File: config.mk
export PLATFORM = sky130hd
export DESIGN_NAME = evt_framer
export DESIGN_NICKNAME = d
export VERILOG_FILES = /design/src/rtl/evt_pkg.sv /design/src/rtl/evt_crc16.sv /design/src/rtl/evt_seq.sv /design/src/rtl/evt_framer.sv
export SDC_FILE = /design/constraint.sdc
export NUM_CORES = 1
export LEC_CHECK = 0
export BUFFER_PORTS_ARGS = -buffer_cell sky130_fd_sc_hd__buf_2
export CAP_MARGIN = 15
export CELL_PAD_IN_SITES_DETAIL_PLACEMENT = 2
export CELL_PAD_IN_SITES_GLOBAL_PLACEMENT = 2
export CORE_MARGIN = 2
export CORE_UTILIZATION = 39
export DETAILED_ROUTE_END_ITERATION = 7
export HOLD_SLACK_MARGIN = 0.15
export PLACE_DENSITY_LB_ADDON = 0.1
export SETUP_SLACK_MARGIN = 0.15
export SLEW_MARGIN = 10
export SYNTH_ARGS = -nofsm -noshare
export SYNTH_HDL_FRONTEND = slang
export SYNTH_SLANG_ARGS = --single-unit
File: constraint.sdc
create_clock -name clk -period 16.9 [get_ports clk]
set_clock_uncertainty 0.15 [all_clocks]
set_input_delay 0.845 -clock clk [delete_from_list [all_inputs] [get_ports clk]]
set_output_delay 0.845 -clock clk [all_outputs]
set_load 0.01 [all_outputs]
File: src/rtl/evt_pkg.sv
package evt_pkg;

   localparam int WORD_W    = 16;
   localparam int HDR_WORDS = 7;

   typedef logic [WORD_W-1:0] word_t;

   localparam word_t SEP_WORD = 16'hCCCC;
   localparam word_t END_WORD = 16'hBBBB;
   localparam word_t CRC_POLY = 16'h1021;
   localparam word_t CRC_SEED = 16'hFFFF;

   typedef enum logic [2:0] {
      PH_IDLE,
      PH_HDR,
      PH_LEN,
      PH_HIT,
      PH_SEP,
      PH_TRIG,
      PH_CRC,
      PH_END
   } phase_e;

   // one whole data word folded into the CRC, MSB first
   function automatic word_t crc_word_step(input word_t crc, input word_t d, input word_t poly);
      word_t r;
      logic  fb;
      r = crc;
      for (int i = WORD_W - 1; i >= 0; i--) begin
         fb = r[WORD_W-1] ^ d[i];
         r  = {r[WORD_W-2:0], 1'b0} ^ (fb ? poly : '0);
      end
      return r;
   endfunction

endpackage

File: src/rtl/evt_crc16.sv
module evt_crc16
   import evt_pkg::*;
#(
   parameter word_t POLY = CRC_POLY,
   parameter word_t SEED = CRC_SEED
) (
   input  logic  clk,
   input  logic  rst_n,
   input  logic  clear,
   input  logic  en,
   input  word_t din,
   output word_t crc
);

   always_ff @(posedge clk) begin
      if (!rst_n)     crc <= SEED;
      else if (clear) crc <= SEED;
      else if (en)    crc <= crc_word_step(crc, din, POLY);
   end

endmodule

File: src/rtl/evt_seq.sv
module evt_seq
   import evt_pkg::*;
#(
   parameter int N_HDR  = HDR_WORDS,
   parameter int N_TRIG = 2,
   parameter int LEN_W  = 12
) (
   input  logic                     clk,
   input  logic                     rst_n,
   input  logic                     start,
   input  logic [N_HDR*WORD_W-1:0]  hdr_flat,
   input  logic [N_TRIG*WORD_W-1:0] trig_flat,
   input  logic [LEN_W-1:0]         hit_count,
   input  word_t                    hit_data,
   input  logic                     hit_valid,
   output logic                     hit_ready,
   input  word_t                    crc_val,
   output word_t                    out_data,
   output logic                     out_valid,
   input  logic                     out_ready,
   output logic                     out_last,
   output logic                     busy,
   output logic                     crc_clear,
   output logic                     crc_en,
   output logic                     in_hit
);

   localparam int IDX_W  = (LEN_W > 8) ? LEN_W : 8;
   localparam int HSEL_W = (N_HDR > 1) ? $clog2(N_HDR) : 1;
   localparam int TSEL_W = (N_TRIG > 1) ? $clog2(N_TRIG) : 1;

   phase_e             phase;
   logic [IDX_W-1:0]   idx;
   logic [LEN_W-1:0]   len_q;
   word_t              hdr_w  [N_HDR];
   word_t              trig_w [N_TRIG];
   word_t              hdr_q  [N_HDR];
   word_t              trig_q [N_TRIG];
   logic               fire;
   logic               take;

   for (genvar g = 0; g < N_HDR; g++) begin : g_hdr_unpack
      assign hdr_w[g] = hdr_flat[g*WORD_W +: WORD_W];
   end
   for (genvar g = 0; g < N_TRIG; g++) begin : g_trig_unpack
      assign trig_w[g] = trig_flat[g*WORD_W +: WORD_W];
   end

   assign take = start && (phase == PH_IDLE);

   always_comb begin
      out_data  = '0;
      out_valid = 1'b1;
      out_last  = 1'b0;
      unique case (phase)
         PH_IDLE: out_valid = 1'b0;
         PH_HDR:  out_data  = hdr_q[idx[HSEL_W-1:0]];
         PH_LEN:  out_data  = word_t'(len_q);
         PH_HIT: begin
            out_data  = hit_data;
            out_valid = hit_valid;
         end
         PH_SEP:  out_data  = SEP_WORD;
         PH_TRIG: out_data  = trig_q[idx[TSEL_W-1:0]];
         PH_CRC:  out_data  = crc_val;
         PH_END: begin
            out_data = END_WORD;
            out_last = 1'b1;
         end
         default: out_valid = 1'b0;
      endcase
   end

   assign fire      = out_valid && out_ready;
   assign in_hit    = (phase == PH_HIT);
   assign hit_ready = in_hit && out_ready;
   assign busy      = (phase != PH_IDLE);
   assign crc_clear = take;
   assign crc_en    = fire && (phase != PH_CRC) && (phase != PH_END);

   always_ff @(posedge clk) begin
      if (!rst_n) begin
         phase <= PH_IDLE;
         idx   <= '0;
         len_q <= '0;
      end else begin
         unique case (phase)
            PH_IDLE: if (take) begin
               phase  <= PH_HDR;
               idx    <= '0;
               len_q  <= hit_count;
               hdr_q  <= hdr_w;
               trig_q <= trig_w;
            end
            PH_HDR: if (fire) begin
               if (idx == IDX_W'(N_HDR - 1)) begin
                  phase <= PH_LEN;
                  idx   <= '0;
               end else idx <= idx + 1'b1;
            end
            PH_LEN: if (fire) begin
               phase <= (len_q == '0) ? PH_SEP : PH_HIT;
               idx   <= '0;
            end
            PH_HIT: if (fire) begin
               if ((idx + 1'b1) == IDX_W'(len_q)) begin
                  phase <= PH_SEP;
                  idx   <= '0;
               end else idx <= idx + 1'b1;
            end
            PH_SEP: if (fire) begin
               phase <= PH_TRIG;
               idx   <= '0;
            end
            PH_TRIG: if (fire) begin
               if (idx == IDX_W'(N_TRIG - 1)) begin
                  phase <= PH_CRC;
                  idx   <= '0;
               end else idx <= idx + 1'b1;
            end
            PH_CRC: if (fire) phase <= PH_END;
            PH_END: if (fire) phase <= PH_IDLE;
            default: phase <= PH_IDLE;
         endcase
      end
   end

endmodule

File: src/rtl/evt_framer.sv
module evt_framer
   import evt_pkg::*;
#(
   parameter int    N_TRIG = 2,
   parameter int    LEN_W  = 12,
   parameter word_t POLY   = CRC_POLY,
   parameter word_t SEED   = CRC_SEED
) (
   input  logic                        clk,
   input  logic                        rst_n,
   input  logic                        start,
   input  logic [HDR_WORDS*WORD_W-1:0] hdr_fields,
   input  logic [N_TRIG*WORD_W-1:0]    trig_info,
   input  logic [LEN_W-1:0]            hit_count,
   input  logic [WORD_W-1:0]           hit_data,
   input  logic                        hit_valid,
   output logic                        hit_ready,
   output logic [WORD_W-1:0]           out_data,
   output logic                        out_valid,
   input  logic                        out_ready,
   output logic                        out_last,
   output logic                        busy
);

   if (N_TRIG < 1 || N_TRIG > 256) begin : g_bad_trig
      $error("evt_framer: N_TRIG must lie in 1..256");
   end
   if (LEN_W < 1 || LEN_W > WORD_W) begin : g_bad_len
      $error("evt_framer: LEN_W must lie in 1..16");
   end

   word_t crc_val;
   logic  crc_clear;
   logic  crc_en;
   logic  in_hit;

   evt_seq #(
      .N_HDR (HDR_WORDS),
      .N_TRIG(N_TRIG),
      .LEN_W (LEN_W)
   ) u_seq (
      .clk      (clk),
      .rst_n    (rst_n),
      .start    (start),
      .hdr_flat (hdr_fields),
      .trig_flat(trig_info),
      .hit_count(hit_count),
      .hit_data (hit_data),
      .hit_valid(hit_valid),
      .hit_ready(hit_ready),
      .crc_val  (crc_val),
      .out_data (out_data),
      .out_valid(out_valid),
      .out_ready(out_ready),
      .out_last (out_last),
      .busy     (busy),
      .crc_clear(crc_clear),
      .crc_en   (crc_en),
      .in_hit   (in_hit)
   );

   evt_crc16 #(
      .POLY(POLY),
      .SEED(SEED)
   ) u_crc (
      .clk  (clk),
      .rst_n(rst_n),
      .clear(crc_clear),
      .en   (crc_en),
      .din  (out_data),
      .crc  (crc_val)
   );

endmodule

* Word level (Yosys, flattened, before mapping) *
Cells that the tools add are included.
W data, S select, Z words.

storage, ports and cells
  output and inout port bits = 20
  flip-flop bits (word level) = 187
  word-level logic and storage cells = 137
  bits in latches = 0
  RAM bits = 0
  memories = 0
  memory bits (read-only) = 0
  bits of input ports = 177

operators by class
  shift operators = 0
  reductions and logical operators = 15
  $mul = 0
  $lt $le $gt $ge = 2
  equal/unequal tests = 24
  multiplexer cells = 47
  bitwise operators = 35
  add/sub/neg operators = 1
  div/mod/pow operators = 0

operators with widths
  operator                 number
  $xor A16 B16 Y16         16
  $mux W13                 16
  $pmux W16 S7             1
  $mux W12                 8
  $mux W16                 5
  $pmux W12 S5             1
  $bmux W16 S3             1
  $mux W3                  12
  $pmux W3 S8              1
  $ne A2 B1 Y1 const B     9
  $xor A1 B1 Y1            16
  $add A12 B1 Y12 const B  1
  $eq A12 B1 Y1 const B    1
  $eq A12 B12 Y1           1
  $eq A12 B3 Y1 const B    1
  $eq A3 B3 Y1 const B     4
  $logic_not A12 Y1        1
  $reduce_and A11 Y1       1
  $eq A3 B2 Y1 const B     2
  $ne A2 B2 Y1 const B     3
  $ne A3 B3 Y1 const B     2
  $reduce_and A6 Y1        1
  $logic_and A1 B1 Y1      5
  $reduce_bool A5 Y1       1
  13 further kinds         14

* Longest topological paths before layout *
  word-level depth = 53
  gate-level depth with buffers = 16
  gate-level depth less buffers = 12

* Cells and area by module *
A second synthesis with hierarchy kept.

second synthesis, totals
  cell total of the unflattened synthesis = 724
  area, all modules = 8,928.6 um2

modules (own cells, without submodules)
  module     area each (um2)  times used  cells an instance  sequential area each (um2)
  evt_seq    7,792.5          1           609                4,864.7
  evt_crc16  1,136.1          1           115                320.3

* Least setup slack after synthesis *
Ideal clock, no wire load.

  path type = reg2reg
  from = register u_seq.phase[0]
  to = register u_seq.hdr_q[0] (netlist bit), enable pin
  period minus slack after synthesis = 5.566 ns
  data arrival time = 4.894 ns
  cell stages (with the launch flop) = 7
  buffers on the path = 4
  path slack = 11.334 ns
  library setup time = 0.522 ns
  data required time = 16.228 ns
  cell sequence = dfxtp_1 -> buf_2 -> buf_1 -> clkbuf_1 -> clkbuf_1 -> nor3_1 -> and3_1

on the way
  cells in the longest elaborated chain, start to end = 3

ends and longest elaborated chain
  element                               line                          source
  start: declaration                    evt_seq.sv:32                 phase_e phase;
  start signal: assignment              evt_seq.sv:102                phase <= (len_q == '0) ? PH_SEP : PH_HIT;
  $logic_not A3 Y1 *                    evt_seq.sv:49, evt_seq.sv:87
  $logic_and A1 B1 Y1                   evt_seq.sv:49                 assign take = start && (phase == PH_IDLE);
  $reduce_and A3 Y1 (no source line) *  -
  end signal: assignment                evt_seq.sv:92                 hdr_q <= hdr_w;
  end: declaration                      evt_seq.sv:37                 word_t hdr_q [N_HDR];

Mark *: on every way between the ends. The rest lies on a longest branch, timed or not.
A chain may end at the register's enable or synchronous reset.

* Worst setup path in the final report *
  from = register u_seq.idx[0]
  to = register u_seq.phase[1]

on the way
  cells in the longest elaborated chain, start to end = 4
  elaborated cells on any way between the ends = 8
  classes of those cells = 1 x add/sub; 6 x eq/ne; 1 x reduce/logical

ends and longest elaborated chain
  element                                line            source
  start: declaration                     evt_seq.sv:33   logic [IDX_W-1:0] idx;
  start signal: assignment               evt_seq.sv:99   end else idx <= idx + 1'b1;
  start signal: assignment               evt_seq.sv:109  end else idx <= idx + 1'b1;
  start signal: assignment               evt_seq.sv:119  end else idx <= idx + 1'b1;
  $add A12 B1 Y12                        evt_seq.sv:106  if ((idx + 1'b1) == IDX_W'(len_q)) begin
  $eq A12 B12 Y1                         evt_seq.sv:106
  $ne A2 B2 Y1 (no source line)          -
  $reduce_and A11 Y1 (no source line) *  -

Marks and branches as above.

==> flow_summary.toml <==
[placed_design]
io_buffers = 196
dp_hpwl_um = 21800
gp_congestion = 0.821

[detailed_routing]
via_per_inst = 5.55
routed_wl_um = 28800
avgRoutedWirePerCell_um = 24.6
first_pass_iters = 4
vias = 6500
ant_nets = 0
drc_errors = 0
drt-initial-drc-count = 408

[clocking]
postCtsSetupBuffers = 0
numCtsBuffers = 17
postCtsHoldBufs = 0
htreeDepth = 4
worst_skew_pair.late_latency_ns = 0.45
cts-root-buf = "clkbuf_16"
tritoncts = "done"
clk_pin_slew_ns = 0.08
cts.sinks = 187
cts_buffer_depth = 2
post_cts_resized = 0

[yosys]
ys_warn_count = 0
syn_nets = 870
ys_types = 69
synth_top_family_by_area = "compound AO/OA/AOI/OAI gates"
synth_fa_ha_area_share_pct = 0.537
ys_ff_latch = 187
postSynthAreaPerCell_um2 = 12.8
synth-edff-count = 144
syn-instance-count = 690
synthesis.area_mm2 = 0.00885
synth_compound_area_share_pct = 11.4
synth-xor-area-share_pct = 7.03
synth_mux_area_share_pct = 9.85
yosys.area_share.simple_pct = 9.73
synthFlopType = "edfxtp_1"
ys_async_sr_fraction_pct = 0
ys_seq_area_share_pct = 58.6

[timing]
relSlewSlack_pct = 30.8
clock.fmax_mhz = 220
fin_tns_setup_ns = 0
fin_crit_sh_pct = 26.9
worst_slew_pin_slew_ns = 1.04
hold_viol = 0
grt_setup_unrepaired = "false"
drv_slew = 0
finalCriticalPeriod_ns = 4.55
finalSetupViolCount = 0

[power_and_ir_drop]
p_int_w = 0.00108
pwr-share-clk_pct = 23.0
power.share.combinational_pct = 42.1
p_switching_w = 0.000708
swShare_pct = 39.5
power.density_mw_per_mm2 = 168
power_leakage_nw = 4.00
seq_power_share_pct = 35.0
ir_worst_vdd_mv = 0.0773
power_w = 0.00179

[floorplanning]
die_y_um = 155
row_count = 55
start_util_pct = 39.5
pin_count = 197
die_area_mm2 = 0.0239
die_w_um = 155
core_area_mm2 = 0.0224

[final_layout]
syn2layout_area_growth_pct = 20.7
mostFrequentLayoutCells = "196 x buf_2, 144 x edfxtp_1, 53 x nand2_1"
drive_gt1_share_pct = 31.4
nets = 1052
layout_commonest_cell = "buf_2"

[critical_path]
path_class = "flip-flop to flip-flop"
endpoint_kind = "flip-flop"
cp_cell_sequence = "buf_4, ha_1, nand3_1, nor2_1, xnor2_1, o2111ai_1, nor4b_1, o21ai_1, o311ai_2, o221ai_1, o21ai_0, a21boi_1"
crit_path_max_fanout = 23
worst_ep_required_time_ns = 17.06
arrival_ns = 4.72
crit_slowest_cell = "dfxtp_2"
cp_slowest_stage_delay_ns = 0.74
cp-start-kind = "flip-flop"

[global_route]
grt_max_degree = 75
grt_pass1_vias = 7279
grt-ovfl-total = 0
grt_first_pass_wirelength_um = 43900
antenna_found_initial = 4
grt_usage_pct = 24.7

[run]
drv_cap = 0

[min_path]
min_path_type = "flip-flop to flip-flop"

[status]
status = "completed"
## cell families (layout without fill, tap and decap cells)
family                     count (synthesis)  after routing
AOI/OAI and AO/OA                        148            148
DFF                                      187            187
other                                      0              1
and+or+nand+nor                          170            170
xor gates and xnor gates                  60             60
adders and majority gates                  4              4
buffers and inverters                     57            252
muxes                                     64             64
## final timing paths
path / start / slack, ns / endpoint / depth (start not counted)
worst max-delay path: u_seq.idx[0]$_SDFFE_PN0P_ / 12.35 / u_seq.phase[1]$_SDFFE_PN0P_ / 12
worst min-delay path: u_crc.crc[2]$_SDFFE_PP1P_ / 0.37 / u_crc.crc[2]$_SDFFE_PP1P_ / 2
worst max register to register: u_seq.idx[0]$_SDFFE_PN0P_ / 12.35 / u_seq.phase[1]$_SDFFE_PN0P_ / 12
worst min register to register: u_crc.crc[2]$_SDFFE_PP1P_ / 0.37 / u_crc.crc[2]$_SDFFE_PP1P_ / 2
## Yosys cell counts, drive strengths merged, types with 5 or more instances
| library cell | instances | area [um^2] |
|---|---|---|
| xnor2 | 32 | 288 |
| xor2 | 22 | 193 |
| a21boi | 22 | 165 |
| and3 | 8 | 50.1 |
| mux2i | 23 | 230 |
| nor4 | 5 | 31.3 |
| buf | 16 | 103 |
| o211ai | 8 | 60.1 |
| nand2b | 9 | 56.3 |
| mux4 | 16 | 360 |
| nor2 | 28 | 105 |
| or3 | 7 | 43.8 |
| and2 | 5 | 31.3 |
| nand2 | 53 | 199 |
| o21ai | 28 | 140 |
| a221oi | 11 | 103 |
| dfxtp | 43 | 861 |
| nand3 | 19 | 95.1 |
| a21oi | 30 | 150 |
| o221ai | 5 | 43.8 |
| inv | 14 | 52.6 |
| clkbuf | 26 | 97.6 |
| nor2b | 13 | 81.3 |
| edfxtp | 144 | 4320 |
| nor3 | 6 | 30.0 |
| o22ai | 13 | 81.3 |
| mux2 | 25 | 282 |
## sequential cells by signal, summed over array words and instances (netlist names)
name	cells
u_seq.trig_q	32
u_seq.idx	12
u_crc.crc	16
u_seq.phase	3
u_seq.hdr_q	112
u_seq.len_q	12
## power groups by stage
| stage | Clock [W] | Combinational (W) | Sequential [W] |
|---|---|---|---|
| 3_5_place_dp | 0 | 0.000751 | 0.000637 |
| 6_report | 0.000412 | 0.000754 | 0.000627 |
| 3_3_place_gp | 0 | 0.000710 | 0.000630 |
| 2_1_floorplan | 0 | 0.000548 | 0.000614 |
| 4_1_cts | 0.000420 | 0.000758 | 0.000627 |
| 5_1_grt | 0.000435 | 0.000822 | 0.000635 |
## critical path, delay by kind of cell (launching register included)
family / cells / cell delay [ns]
and+or+nand+nor: 3 / 0.92
buffers and inverters: 1 / 0.50
xor gates and xnor gates: 1 / 0.22
DFF: 1 / 0.74
AOI/OAI and AO/OA: 6 / 1.52
adders and majority gates: 1 / 0.36
## per-stage QoR
stage | cells | hold WS, ns | setup slack, ns | util [%] | cell area [um^2]
3_3_place_gp | 1138 | 0.344 | 12.68 | 44.9 | 10100
4_1_cts | 1170 | 0.372 | 12.28 | 47.6 | 10700
3_5_place_dp | 1138 | 0.364 | 12.40 | 44.9 | 10100
5_1_grt | 1171 | 0.398 | 11.96 | 47.6 | 10700
2_1_floorplan | 690 | 0.319 | 11.33 | - | 8850
6_report | 1171 | 0.367 | 12.35 | 47.6 | 10700
## cell type report
| class | count | area (um^2) |
|---|---|---|
| inverter | 15 | 56.3 |
| antenna | 1 | 2.50 |
| timing repair buffer | 205 | 1050 |
| multi-input combinational | 446 | 3420 |
| clock buffer | 17 | 425 |
| clock inverter | 15 | 186 |
| fill | 2235 | 11700 |
| sequential | 187 | 5190 |
| tap | 285 | 357 |
## layer usage
metal | wire length [um] | share of wire [%] | vias to the layer above | global-route usage [%]
met2 | 14300 | 50 | 215 | 42.8
met5 | 23 | 0.080 | - | 0
li1 | - | - | 2963 | -
met1 | 12500 | 43 | 3282 | 31.8
met3 | 1520 | 5.3 | 34 | 5.18
met4 | 417 | 1.4 | 6 | 6.22
No activity file was read; power rests on OpenSTA's default activity.
